**src/rtl/flash_seq_pkg.sv**
```systemverilog
package flash_seq_pkg;
  localparam int BUF_WORDS  = 16;
  localparam int WORD_W     = 32;
  localparam int BYTE_IDX_W = $clog2(BUF_WORDS * WORD_W / 8);
  localparam int WIDX_W     = $clog2(BUF_WORDS);
  localparam int REG_AW     = WIDX_W + 1;

  localparam logic [REG_AW-1:0] OFS_GLOBAL = REG_AW'(0);
  localparam logic [REG_AW-1:0] OFS_TIMING = REG_AW'(1);
  localparam logic [REG_AW-1:0] OFS_OPCODE = REG_AW'(2);
  localparam logic [REG_AW-1:0] OFS_ADDR   = REG_AW'(3);
  localparam logic [REG_AW-1:0] OFS_CMD    = REG_AW'(4);
  localparam logic [REG_AW-1:0] OFS_RAW    = REG_AW'(5);
  localparam logic [REG_AW-1:0] OFS_IRQEN  = REG_AW'(6);
  localparam logic [REG_AW-1:0] OFS_MASKED = REG_AW'(7);
  localparam logic [REG_AW-1:0] OFS_CLEAR  = REG_AW'(8);

  typedef enum logic [2:0] {
    ST_IDLE, ST_SETUP, ST_OPC, ST_ADDR, ST_DATA, ST_HOLD, ST_GAP
  } seqState_e;

  typedef enum logic [1:0] { SRC_OPC, SRC_ADDR, SRC_DATA } byteSrc_e;

  typedef struct packed {
    logic                  loadByte;
    byteSrc_e              src;
    logic [BYTE_IDX_W-1:0] idx;
    logic                  rxPhase;
    logic                  clrRx;
  } seqStrobe_t;
endpackage

```
**src/rtl/flash_seq_ctrl.sv**
```systemverilog
module flash_seq_ctrl
  import flash_seq_pkg::*;
#(
  parameter int GAP_MIN = 5,
  parameter int TMR_W   = 5
) (
  input  logic                  clk,
  input  logic                  rstN,
  input  logic                  startReq,
  input  logic                  clrDone,
  input  logic                  addrEn,
  input  logic                  dataEn,
  input  logic                  rdMode,
  input  logic [BYTE_IDX_W-1:0] byteCntM1,
  input  logic                  addr4,
  input  logic [2:0]            tcss,
  input  logic [2:0]            tcsh,
  input  logic [3:0]            tshsl,
  input  logic                  byteEnd,
  output seqStrobe_t            stb,
  output logic                  csN,
  output logic                  busy,
  output logic                  doneRaw
);
  seqState_e             state, nState;
  logic [TMR_W-1:0]      tmr, nTmr;
  logic [BYTE_IDX_W-1:0] cnt, nCnt;
  logic                  setDone;
  logic [1:0]            addrBase, addrIdx;
  logic [TMR_W-1:0]      gapRaw, gapLen;

  assign addrBase = addr4 ? 2'd0 : 2'd1;
  assign addrIdx  = addrBase + cnt[1:0];
  assign gapRaw   = TMR_W'(tshsl) + TMR_W'(2);
  assign gapLen   = (gapRaw < TMR_W'(GAP_MIN)) ? TMR_W'(GAP_MIN) : gapRaw;

  always_comb begin
    nState      = state;
    nTmr        = tmr;
    nCnt        = cnt;
    setDone     = 1'b0;
    stb         = '0;
    stb.src     = SRC_OPC;
    stb.rxPhase = (state == ST_DATA) && rdMode;
    unique case (state)
      ST_IDLE: if (startReq) begin
        nState    = ST_SETUP;
        nTmr      = TMR_W'(tcss);
        stb.clrRx = 1'b1;
      end
      ST_SETUP: if (tmr == '0) begin
        nState       = ST_OPC;
        stb.loadByte = 1'b1;
        stb.src      = SRC_OPC;
      end else nTmr = tmr - 1'b1;
      ST_OPC, ST_ADDR: if (byteEnd) begin
        if (state == ST_OPC && addrEn) begin
          nState       = ST_ADDR;
          nCnt         = '0;
          stb.loadByte = 1'b1;
          stb.src      = SRC_ADDR;
          stb.idx      = BYTE_IDX_W'(addrBase);
        end else if (state == ST_ADDR && addrIdx != 2'd3) begin
          nCnt         = cnt + 1'b1;
          stb.loadByte = 1'b1;
          stb.src      = SRC_ADDR;
          stb.idx      = BYTE_IDX_W'(addrIdx + 2'd1);
        end else if (dataEn) begin
          nState       = ST_DATA;
          nCnt         = '0;
          stb.loadByte = 1'b1;
          stb.src      = SRC_DATA;
          stb.idx      = '0;
        end else begin
          nState = ST_HOLD;
          nTmr   = TMR_W'(tcsh);
        end
      end
      ST_DATA: if (byteEnd) begin
        if (cnt == byteCntM1) begin
          nState = ST_HOLD;
          nTmr   = TMR_W'(tcsh);
        end else begin
          nCnt         = cnt + 1'b1;
          stb.loadByte = 1'b1;
          stb.src      = SRC_DATA;
          stb.idx      = cnt + 1'b1;
        end
      end
      ST_HOLD: if (tmr == '0) begin
        nState = ST_GAP;
        nTmr   = gapLen - 1'b1;
      end else nTmr = tmr - 1'b1;
      ST_GAP: if (tmr == '0) begin
        nState  = ST_IDLE;
        setDone = 1'b1;
      end else nTmr = tmr - 1'b1;
      default: nState = ST_IDLE;
    endcase
  end

  always_ff @(posedge clk or negedge rstN) begin
    if (!rstN) begin
      state   <= ST_IDLE;
      tmr     <= '0;
      cnt     <= '0;
      doneRaw <= 1'b0;
    end else begin
      state <= nState;
      tmr   <= nTmr;
      cnt   <= nCnt;
      if (setDone)      doneRaw <= 1'b1;
      else if (clrDone) doneRaw <= 1'b0;
    end
  end

  assign busy = (state != ST_IDLE);
  assign csN  = !(state inside {ST_SETUP, ST_OPC, ST_ADDR, ST_DATA, ST_HOLD});

  assert_start_busy_R1: assert property (@(posedge clk) disable iff (!rstN)
    (!busy && startReq) |=> busy);
  assert_done_sticky_R9: assert property (@(posedge clk) disable iff (!rstN)
    (doneRaw && !clrDone) |=> doneRaw);
  assert_done_clear_R9: assert property (@(posedge clk) disable iff (!rstN)
    (clrDone && state != ST_GAP) |=> !doneRaw);
  assert_gap_floor_R8: assert property (@(posedge clk) disable iff (!rstN)
    $rose(doneRaw) |-> (csN && $past(csN, 1) && $past(csN, 2) && $past(csN, 3) && $past(csN, 4)));
endmodule

```
**src/rtl/flash_seq_datapath.sv**
```systemverilog
module flash_seq_datapath
  import flash_seq_pkg::*;
(
  input  logic                  clk,
  input  logic                  rstN,
  input  logic [REG_AW-1:0]     regAddr,
  input  logic [WORD_W-1:0]     regWdata,
  input  logic                  regWe,
  output logic [WORD_W-1:0]     regRdata,
  input  logic                  busy,
  input  logic                  doneRaw,
  input  seqStrobe_t            stb,
  output logic                  startReq,
  output logic                  clrDone,
  output logic                  addrEn,
  output logic                  dataEn,
  output logic                  rdMode,
  output logic [BYTE_IDX_W-1:0] byteCntM1,
  output logic                  addr4,
  output logic [2:0]            tcss,
  output logic [2:0]            tcsh,
  output logic [3:0]            tshsl,
  output logic                  byteEnd,
  output logic                  irq,
  output logic                  sclk,
  output logic                  mosi,
  input  logic                  miso,
  output logic                  wpN
);
  logic              gMode3, gWp;
  logic [2:0]        gRdDly;
  logic [7:0]        opcode;
  logic [WORD_W-1:0] addrReg;
  logic              irqEn;
  logic [WORD_W-1:0] dataBuf [BUF_WORDS];

  // register file
  always_ff @(posedge clk or negedge rstN) begin
    if (!rstN) begin
      gMode3 <= 1'b0; gWp <= 1'b0; addr4 <= 1'b0; gRdDly <= '0;
      tshsl <= '0; tcss <= '0; tcsh <= '0;
      opcode <= '0; addrReg <= '0; irqEn <= 1'b0;
      addrEn <= 1'b0; dataEn <= 1'b0; rdMode <= 1'b0; byteCntM1 <= '0;
    end else if (regWe) begin
      unique case (regAddr)
        OFS_GLOBAL: {gRdDly, addr4, gWp, gMode3} <= regWdata[5:0];
        OFS_TIMING: begin
          tshsl <= regWdata[3:0];
          tcss  <= regWdata[6:4];
          tcsh  <= regWdata[10:8];
        end
        OFS_OPCODE: opcode  <= regWdata[7:0];
        OFS_ADDR:   addrReg <= regWdata;
        OFS_CMD: if (!busy) begin
          addrEn    <= regWdata[2];
          dataEn    <= regWdata[7];
          rdMode    <= regWdata[8];
          byteCntM1 <= regWdata[9 +: BYTE_IDX_W];
        end
        OFS_IRQEN:  irqEn <= regWdata[0];
        default: ;
      endcase
    end
  end

  assign startReq = regWe && (regAddr == OFS_CMD) && regWdata[0];
  assign clrDone  = regWe && (regAddr == OFS_CLEAR) && regWdata[0];
  assign irq      = doneRaw && irqEn;
  assign wpN      = !gWp;

  always_comb begin
    regRdata = '0;
    if (regAddr[REG_AW-1]) regRdata = dataBuf[regAddr[WIDX_W-1:0]];
    else begin
      unique case (regAddr)
        OFS_GLOBAL: regRdata = WORD_W'({gRdDly, addr4, gWp, gMode3});
        OFS_TIMING: regRdata = WORD_W'({tcsh, 1'b0, tcss, tshsl});
        OFS_OPCODE: regRdata = WORD_W'(opcode);
        OFS_ADDR:   regRdata = addrReg;
        OFS_CMD:    regRdata = WORD_W'({byteCntM1, rdMode, dataEn, 4'b0, addrEn, 2'b0});
        OFS_RAW:    regRdata = WORD_W'({busy, doneRaw});
        OFS_IRQEN:  regRdata = WORD_W'(irqEn);
        OFS_MASKED: regRdata = WORD_W'(doneRaw && irqEn);
        default:    regRdata = '0;
      endcase
    end
  end

  // transmit bit engine: two system clocks per serial bit
  logic       active, ph;
  logic [2:0] bitCnt;
  logic [7:0] txSh, selByte;
  logic [4:0] laneSh;

  always_comb begin
    selByte = '0;
    laneSh  = '0;
    unique case (stb.src)
      SRC_OPC:  selByte = opcode;
      SRC_ADDR: begin
        laneSh  = {~stb.idx[1:0], 3'b000};
        selByte = addrReg[laneSh +: 8];
      end
      SRC_DATA: begin
        laneSh  = {stb.idx[1:0], 3'b000};
        selByte = rdMode ? 8'h00 : dataBuf[stb.idx[BYTE_IDX_W-1:2]][laneSh +: 8];
      end
      default: selByte = '0;
    endcase
  end

  always_ff @(posedge clk or negedge rstN) begin
    if (!rstN) begin
      active <= 1'b0; ph <= 1'b0; bitCnt <= '0; txSh <= '0;
    end else if (stb.loadByte) begin
      active <= 1'b1; ph <= 1'b0; bitCnt <= '0; txSh <= selByte;
    end else if (active) begin
      if (!ph) ph <= 1'b1;
      else begin
        ph     <= 1'b0;
        txSh   <= {txSh[6:0], 1'b0};
        bitCnt <= bitCnt + 1'b1;
        if (bitCnt == 3'd7) active <= 1'b0;
      end
    end
  end

  assign byteEnd = active && ph && (bitCnt == 3'd7);
  assign sclk    = active ? ph : gMode3;
  assign mosi    = active && txSh[7];

  // receive path with delayed capture strobe
  logic                  sampleReq, capture;
  logic [2:0]            dlyLine;
  logic [1:0]            delSel;
  logic [6:0]            rxSh;
  logic [2:0]            rxBit;
  logic [BYTE_IDX_W-1:0] rxIdx;
  logic                  rxWrite;
  logic [7:0]            rxByte;
  logic [4:0]            rxLane;

  assign sampleReq = active && ph && stb.rxPhase;
  assign delSel    = (gRdDly > 3'd3) ? 2'd3 : gRdDly[1:0];
  assign capture   = (delSel == 2'd0) ? sampleReq : dlyLine[delSel - 2'd1];
  assign rxByte    = {rxSh, miso};
  assign rxWrite   = capture && (rxBit == 3'd7);
  assign rxLane    = {rxIdx[1:0], 3'b000};

  always_ff @(posedge clk or negedge rstN) begin
    if (!rstN) begin
      dlyLine <= '0; rxSh <= '0; rxBit <= '0; rxIdx <= '0;
    end else if (stb.clrRx) begin
      dlyLine <= '0; rxBit <= '0; rxIdx <= '0;
    end else begin
      dlyLine <= {dlyLine[1:0], sampleReq};
      if (capture) begin
        rxSh  <= rxByte[6:0];
        rxBit <= rxBit + 1'b1;
        if (rxBit == 3'd7) rxIdx <= rxIdx + 1'b1;
      end
    end
  end

  always_ff @(posedge clk or negedge rstN) begin
    if (!rstN) begin
      for (int i = 0; i < BUF_WORDS; i++) dataBuf[i] <= '0;
    end else begin
      if (regWe && regAddr[REG_AW-1]) dataBuf[regAddr[WIDX_W-1:0]] <= regWdata;
      if (rxWrite) dataBuf[rxIdx[BYTE_IDX_W-1:2]][rxLane +: 8] <= rxByte;
    end
  end

  assert_mosi_stable_R6: assert property (@(posedge clk) disable iff (!rstN)
    (active && !ph) |=> $stable(mosi));
  assert_cfg_locked_R1: assert property (@(posedge clk) disable iff (!rstN)
    busy |=> ($stable(byteCntM1) && $stable(rdMode) && $stable(dataEn) && $stable(addrEn)));
endmodule

```
**src/rtl/flash_cmd_seq.sv**
```systemverilog
module flash_cmd_seq
  import flash_seq_pkg::*;
#(
  parameter int GAP_MIN = 5
) (
  input  logic              clk,
  input  logic              rstN,
  input  logic [REG_AW-1:0] regAddr,
  input  logic [WORD_W-1:0] regWdata,
  input  logic              regWe,
  output logic [WORD_W-1:0] regRdata,
  output logic              irq,
  output logic              flashCsN,
  output logic              flashSclk,
  output logic              flashMosi,
  input  logic              flashMiso,
  output logic              flashWpN
);
  localparam int TMR_W = $clog2(GAP_MIN + 18);

  seqStrobe_t            stb;
  logic                  startReq, clrDone, addrEn, dataEn, rdMode, addr4;
  logic                  byteEnd, busy, doneRaw;
  logic [BYTE_IDX_W-1:0] byteCntM1;
  logic [2:0]            tcss, tcsh;
  logic [3:0]            tshsl;

  flash_seq_ctrl #(.GAP_MIN(GAP_MIN), .TMR_W(TMR_W)) i_ctrl (
    .clk, .rstN, .startReq, .clrDone, .addrEn, .dataEn, .rdMode, .byteCntM1,
    .addr4, .tcss, .tcsh, .tshsl, .byteEnd, .stb, .csN(flashCsN), .busy, .doneRaw
  );

  flash_seq_datapath i_dp (
    .clk, .rstN, .regAddr, .regWdata, .regWe, .regRdata, .busy, .doneRaw, .stb,
    .startReq, .clrDone, .addrEn, .dataEn, .rdMode, .byteCntM1, .addr4, .tcss,
    .tcsh, .tshsl, .byteEnd, .irq, .sclk(flashSclk), .mosi(flashMosi),
    .miso(flashMiso), .wpN(flashWpN)
  );

  assert_cs_sclk_idle_R6: assert property (@(posedge clk) disable iff (!rstN)
    (flashCsN && !$past(regWe)) |-> (flashSclk == $past(flashSclk)));
  assert_cs_busy_R11: assert property (@(posedge clk) disable iff (!rstN)
    !flashCsN |-> busy);
endmodule

```
**config.mk**
```make
export PLATFORM = sky130hd
export DESIGN_NAME = flash_cmd_seq
export DESIGN_NICKNAME = d
export VERILOG_FILES = /design/src/rtl/flash_seq_pkg.sv /design/src/rtl/flash_seq_ctrl.sv /design/src/rtl/flash_seq_datapath.sv /design/src/rtl/flash_cmd_seq.sv
export SDC_FILE = /design/constraint.sdc
export NUM_CORES = 2
export LEC_CHECK = 0
export ABC_CLOCK_PERIOD_IN_PS = 4650
export BUFFER_PORTS_ARGS = -buffer_cell sky130_fd_sc_hd__clkbuf_2
export CAP_MARGIN = 20
export CORE_ASPECT_RATIO = 0.5
export CORE_UTILIZATION = 45
export CTS_BUF_LIST = sky130_fd_sc_hd__clkbuf_8
export DETAILED_ROUTE_END_ITERATION = 10
export GPL_TIMING_DRIVEN = 0
export HOLD_SLACK_MARGIN = 0.06
export PLACE_DENSITY_LB_ADDON = 0.25
export SYNTH_ARGS = -nofsm -noshare
export SYNTH_HDL_FRONTEND = slang
export SYNTH_SLANG_ARGS = --single-unit
```
**constraint.sdc**
```tcl
create_clock -name clk -period 4.65 [get_ports clk]
set_clock_uncertainty 0.1 [all_clocks]
set_input_delay 0.93 -clock clk [delete_from_list [all_inputs] [get_ports clk]]
set_output_delay 0.93 -clock clk [all_outputs]
set_load 0.005 [all_outputs]
```
After elaboration in Yosys (flattened, before gate mapping)
Index checks and enable logic that the tools add are counted.

word-level totals
  bits in registers = 625
  word-level logic and storage cells = 238

operators by class
  add/subtract/negate cells = 11
  magnitude comparators = 8
  eq/ne operators = 34
  shift operators = 4
  multiplexer cells = 87
  bitwise gates (word level) = 6
  reductions and logical operators = 46

operators by type and width
  cell                                                                     number
  512-bit bitwise mux                                                      2
  512-bit two-way mux                                                      2
  32-bit binary-select mux with 4-bit select                               2
  32-bit demux with 4-bit select                                           2
  32-bit one-hot mux with 8 select lines                                   1
  32-bit two-way mux                                                       7
  32-bit by 6-bit indexed part select with 8-bit output                    2
  6-bit two-way mux                                                        9
  9-bit two-way mux                                                        6
  5-bit two-way mux                                                        10
  3-bit two-way mux                                                        16
  8-bit two-way mux                                                        4
  8-bit by 7-bit variable shift with 32-bit output (first input constant)  1
  8-bit by 7-bit indexed part select with 32-bit output                    1
  5-bit one-hot mux with 5 select lines                                    1
  6-bit one-hot mux with 2 select lines                                    2
  8-bit one-hot mux with 3 select lines                                    1
  5-bit by 3-bit equality test with 1-bit output (second input constant)   4
  1-bit two-way mux                                                        18
  2-bit != test (second input constant)                                    9
  3-bit one-hot mux with 6 select lines                                    1
  1-bit logical AND                                                        16
  2-bit AND reduction                                                      8
  3-bit equality test (second input constant)                              5
  other kinds (42)                                                         66

Logic depth before layout (Yosys ltp)
  depth in word-level cells = 16
  mapped depth = 14

Hierarchy
Synthesis repeated with hierarchy kept, for this count alone.

second synthesis, totals
  cell total of the unflattened synthesis = 3,016
  area total of the unflattened synthesis = 39,668.0 µm²

modules (own cells, without submodules)
  module              times used  cells each  area an instance (µm²)
  flash_seq_datapath  1           2,802       37,952.6
  flash_seq_ctrl      1           214         1,715.4

Worst setup path before layout
Ideal clock, no wire load.

  path type = in2out
  start point = input regAddr[0]
  end point = output regRdata[31]
  arrival time = 3,358 ps
  data required time = 3,620 ps
  slack = 262 ps
  stages on the path = 7
  path through = clkbuf_1 clkbuf_1 buf_1 clkbuf_1 mux4_2 mux4_2 a22o_1

between the ends
  longest elaborated chain between the ends = 5

ends and longest elaborated chain
  element                                                 RTL line                  RTL
  start: declaration                                      flash_cmd_seq.sv:8        input logic [REG_AW-1:0] regAddr,
  4-bit NOT with 5-bit output (implied by the code)       flash_seq_datapath.sv:73  if (regAddr[REG_AW-1]) regRdata = dataBuf[regAddr[WIDX_W-1:0]];
  32-bit binary-select mux with 4-bit select              flash_seq_datapath.sv:73
  32-bit two-way mux (implied by the code) (2 in series)  flash_seq_datapath.sv:73
  32-bit two-way mux *                                    flash_seq_datapath.sv:73
  end: declaration                                        flash_cmd_seq.sv:11       output logic [WORD_W-1:0] regRdata,

Mark *: on every way between the ends. The rest lies on a longest branch, timed or not. The select of a mux whose other input is x is not followed.

Worst setup path after layout
  start point = register i_ctrl.cnt[0]
  end point = register i_dp.txSh[4]

between the ends
  longest elaborated chain between the ends = 15

ends and longest elaborated chain
  element                                                                                          RTL line                   RTL
  start: declaration                                                                               flash_seq_ctrl.sv:27       logic [BYTE_IDX_W-1:0] cnt, nCnt;
  start signal: assignment                                                                         flash_seq_ctrl.sv:111      cnt <= nCnt;
  parallel branches: the longest is 15 deep, another holds 2-bit by 1-bit adder with 3-bit output  --
  end signal: assignment                                                                           flash_seq_datapath.sv:121  txSh <= {txSh[6:0], 1'b0};
  end: declaration                                                                                 flash_seq_datapath.sv:92   logic [7:0] txSh, selByte;

Parallel ways; which one is timed is not known. The select of a mux whose other input is x is not followed.
A chain may end at the register's enable or synchronous reset.

==> impl_metrics.toml <==
[route]
drt_iter0_drc = 7871
vias = 40500
drc_errors = 0
wl_per_cell_um = 40.2
postRouteAntennaNets = 0
first_pass_iters = 10
vias_per_cell = 7.17
drt-total-wl_mm = 227

[pwr]
peakVddDrop_uv = 292
power.density_nw_per_um2 = 489
p_leak_nw = 19.0
power_w = 0.0221

[synthesis]
synth_edf_count = 0
synth_xor_area_frac = 0.00639
muxShareOfSynthArea = 0.275
synth_seq_cells = 625
yosysUniqueCellTypes = 88
yosys_most_used_dff = "dfrtp_1"
synth_top_family_by_area = "multiplexers"
synth_compound_gate_area_share = 0.136
avgSynthCellArea_um2 = 9.62
yosysWarnings = 0
synthesis.nets = 4146
synthAdderAreaFrac = 0.00509
synth-simple-area-share = 0.140
synth-async-reset-ratio = 1.00
synth_area_um2 = 39400
synthCells = 4089
yosysSeqAreaShare = 0.397

[worst_setup_path]
critPathCaptureType = "flip-flop"
path_class = "reg2reg"
critPathMaxFanout = 10
crit_required_ns = 5.30
cp_slowest_stage_delay_ns = 0.77
crit_arrival_ns = 5.59
crit_chain = "ha_1 -> buf_2 -> nand3_1 -> xnor2_1 -> buf_4 -> nand3_2 -> clkbuf_2 -> clkbuf_4 -> o211ai_1 -> nand4_1 -> a41o_1"
critPathLaunchType = "flip-flop"
cp_slowest_cell = "o211ai_1"

[global_route]
grt_max_degree = 102
grt_overflow_total = 0
grtUsageTotal = 0.508
first_global_vias = 36000
antenna_found_initial = 29
grt_pass1_wl_mm = 305

[timing]
fin_crit_ns = 4.94
worst_slack_ns = -0.287
tightest_slew_ns = 1.43
slew_violations = 0
fin_crit_sh = 1.06
max_freq_mhz = 203
hold_viol = 0
setup_viol = 25
max_slew_margin = 0.0409

[cells_and_area]
syn_to_final_growth_pct = 15.0
post-route-util = 0.524
fin_nets = 4413
most-common-layout-cells = "nand2_1 (841), dfrtp_1 (625), mux2_2 (454), o21ai_0 (440), clkbuf_1 (230)"
fillers = 8058
drive_gt1_frac = 0.250
layout_commonest_cell = "nand2_1"

[floorplanning]
ios = 78
die_h_um = 211
initial_core_util = 0.456
num_rows = 76
core_um2 = 86300
die_area_um2 = 88700
die_x_um = 420

[outcome]
violations = "setup timing"
status = "finished with violations"

[place]
portBuffers = 58
routabilityCongestion = 1.18
dp_hpwl_mm = 169

[clock_tree]
clk_pin_slew_worst_paths_ns = 0.08
cts_max_path_buffers = 3
clk_latency_ns = 0.92
cts_tree = "done"
clock-sinks = 625
htree_levels = 3
cts_buffers = 98
cts-root-buf = "clkbuf_8"

[run]
maxCapViolCount = 0

[min_path]
hold_path.class = "reg2reg"
==> final cells by class <==
class | instances | area [µm²] | area share
buffer | 371 | 1650 | 0.0364
clock inverter | 47 | 300 | 0.00664
antenna | 41 | 103 | 0.00227
multi-input combinational | 3068 | 22300 | 0.494
sequential | 625 | 15600 | 0.346
tap | 1170 | 1460 | 0.0324
inverter | 21 | 78.8 | 0.00174
timing repair buffer | 171 | 1860 | 0.0412
clock buffer | 132 | 1820 | 0.0402
==> logic make-up (layout without fill, tap and decap cells) <==
logic type | Yosys count | in the layout
and+or+nand+nor | 1326 | 1326
AOI/OAI and AO/OA | 894 | 894
muxes | 805 | 805
DFF | 625 | 625
buffers and inverters | 396 | 742
xor gates and xnor gates | 27 | 27
adders and majority gates | 16 | 16
other | 0 | 41
==> through the flow <==
stage	cell area, µm²	worst slack [ns]	hold WS, ns	TNS [ns]	std cells
after global placement	41100	-13.20	0.373	-8322.27	5317
after global routing	45200	-0.00245	0.436	-0.00245	5611
after detailed placement	42600	-1.26	0.392	-67.38	5408
after CTS	44900	0.0105	0.393	0	5594
after floorplan	39400	0.262	0.356	0	4089
final	45200	-0.287	0.407	-2.42	5646
==> cell usage after synthesis, drive strengths merged (17+ instances only) <==
cell | instances | share of area
mux2 | 454 | 0.13
nand2 | 842 | 0.080
nand3 | 109 | 0.014
mux2i | 176 | 0.045
o211ai | 19 | 0.0038
o21ai | 443 | 0.056
a22o | 26 | 0.0058
mux4 | 175 | 0.10
and2 | 18 | 0.0029
and3 | 22 | 0.0035
xnor2 | 17 | 0.0040
a31oi | 57 | 0.0091
nor2 | 227 | 0.022
buf | 114 | 0.013
inv | 20 | 0.0019
nand4 | 22 | 0.0035
dfrtp | 625 | 0.40
nor3 | 30 | 0.0038
clkbuf | 261 | 0.025
a21oi | 185 | 0.024
==> worst max-delay path: cells and delay by family, from the launching register on <==
kind	cells	cell delay, ns
and+or+nand+nor	3	0.94
buffers and inverters	4	1.63
xor gates and xnor gates	1	0.36
adders and majority gates	1	0.18
DFF	1	0.48
AOI/OAI and AO/OA	2	1.11
==> power by group <==
| part | total, W | internal (W) | switching [W] |
|---|---|---|---|
| logic | 0.00748 | 0.00330 | 0.00418 |
| registers | 0.00926 | 0.00710 | 0.00217 |
| clock network | 0.00537 | 0.00270 | 0.00267 |
==> timing repair <==
item,CTS,global route
setup buffers,9,2
hold buffers,1,0
pin swaps,4,3
setup endpoints to repair,40,80
gates resized for setup,56,53
hold endpoints to repair,47,0
==> worst paths after layout <==
check	depth (start not counted)	startpoint	slack [ns]	end
worst max register to register	11	i_ctrl.cnt[0]	-0.29	i_dp.txSh[4]
worst min register to register	1	i_dp.dlyLine[0]	0.41	i_dp.dlyLine[1]
worst max-delay path	11	i_ctrl.cnt[0]	-0.29	i_dp.txSh[4]
worst min-delay path	1	i_dp.dlyLine[0]	0.41	i_dp.dlyLine[1]
max in group asynchronous	5	rstN	2.16	i_dp.dataBuf[251]
min in group asynchronous	2	rstN	0.48	i_dp.dataBuf[295]
==> state kept, by name (all words and copies together) (netlist names), 5 cells and up <==
signal,cells
i_dp.rxIdx,6
i_dp.dataBuf,512
i_dp.opcode,8
i_ctrl.tmr,5
i_dp.byteCntM1,6
i_dp.rxSh,7
i_ctrl.cnt,6
i_dp.addrReg,32
i_dp.txSh,8
==> routing by layer <==
metal / routed length [µm] / global-route usage / up-vias
li1: - / - / 15400
met1: 86000 / 0.657 / 20100
met2: 82800 / 0.629 / 4029
met3: 42900 / 0.333 / 991
met4: 14600 / 0.256 / 34
met5: 1010 / 0.0230 / -
Power figures use the tool's default switching activity.
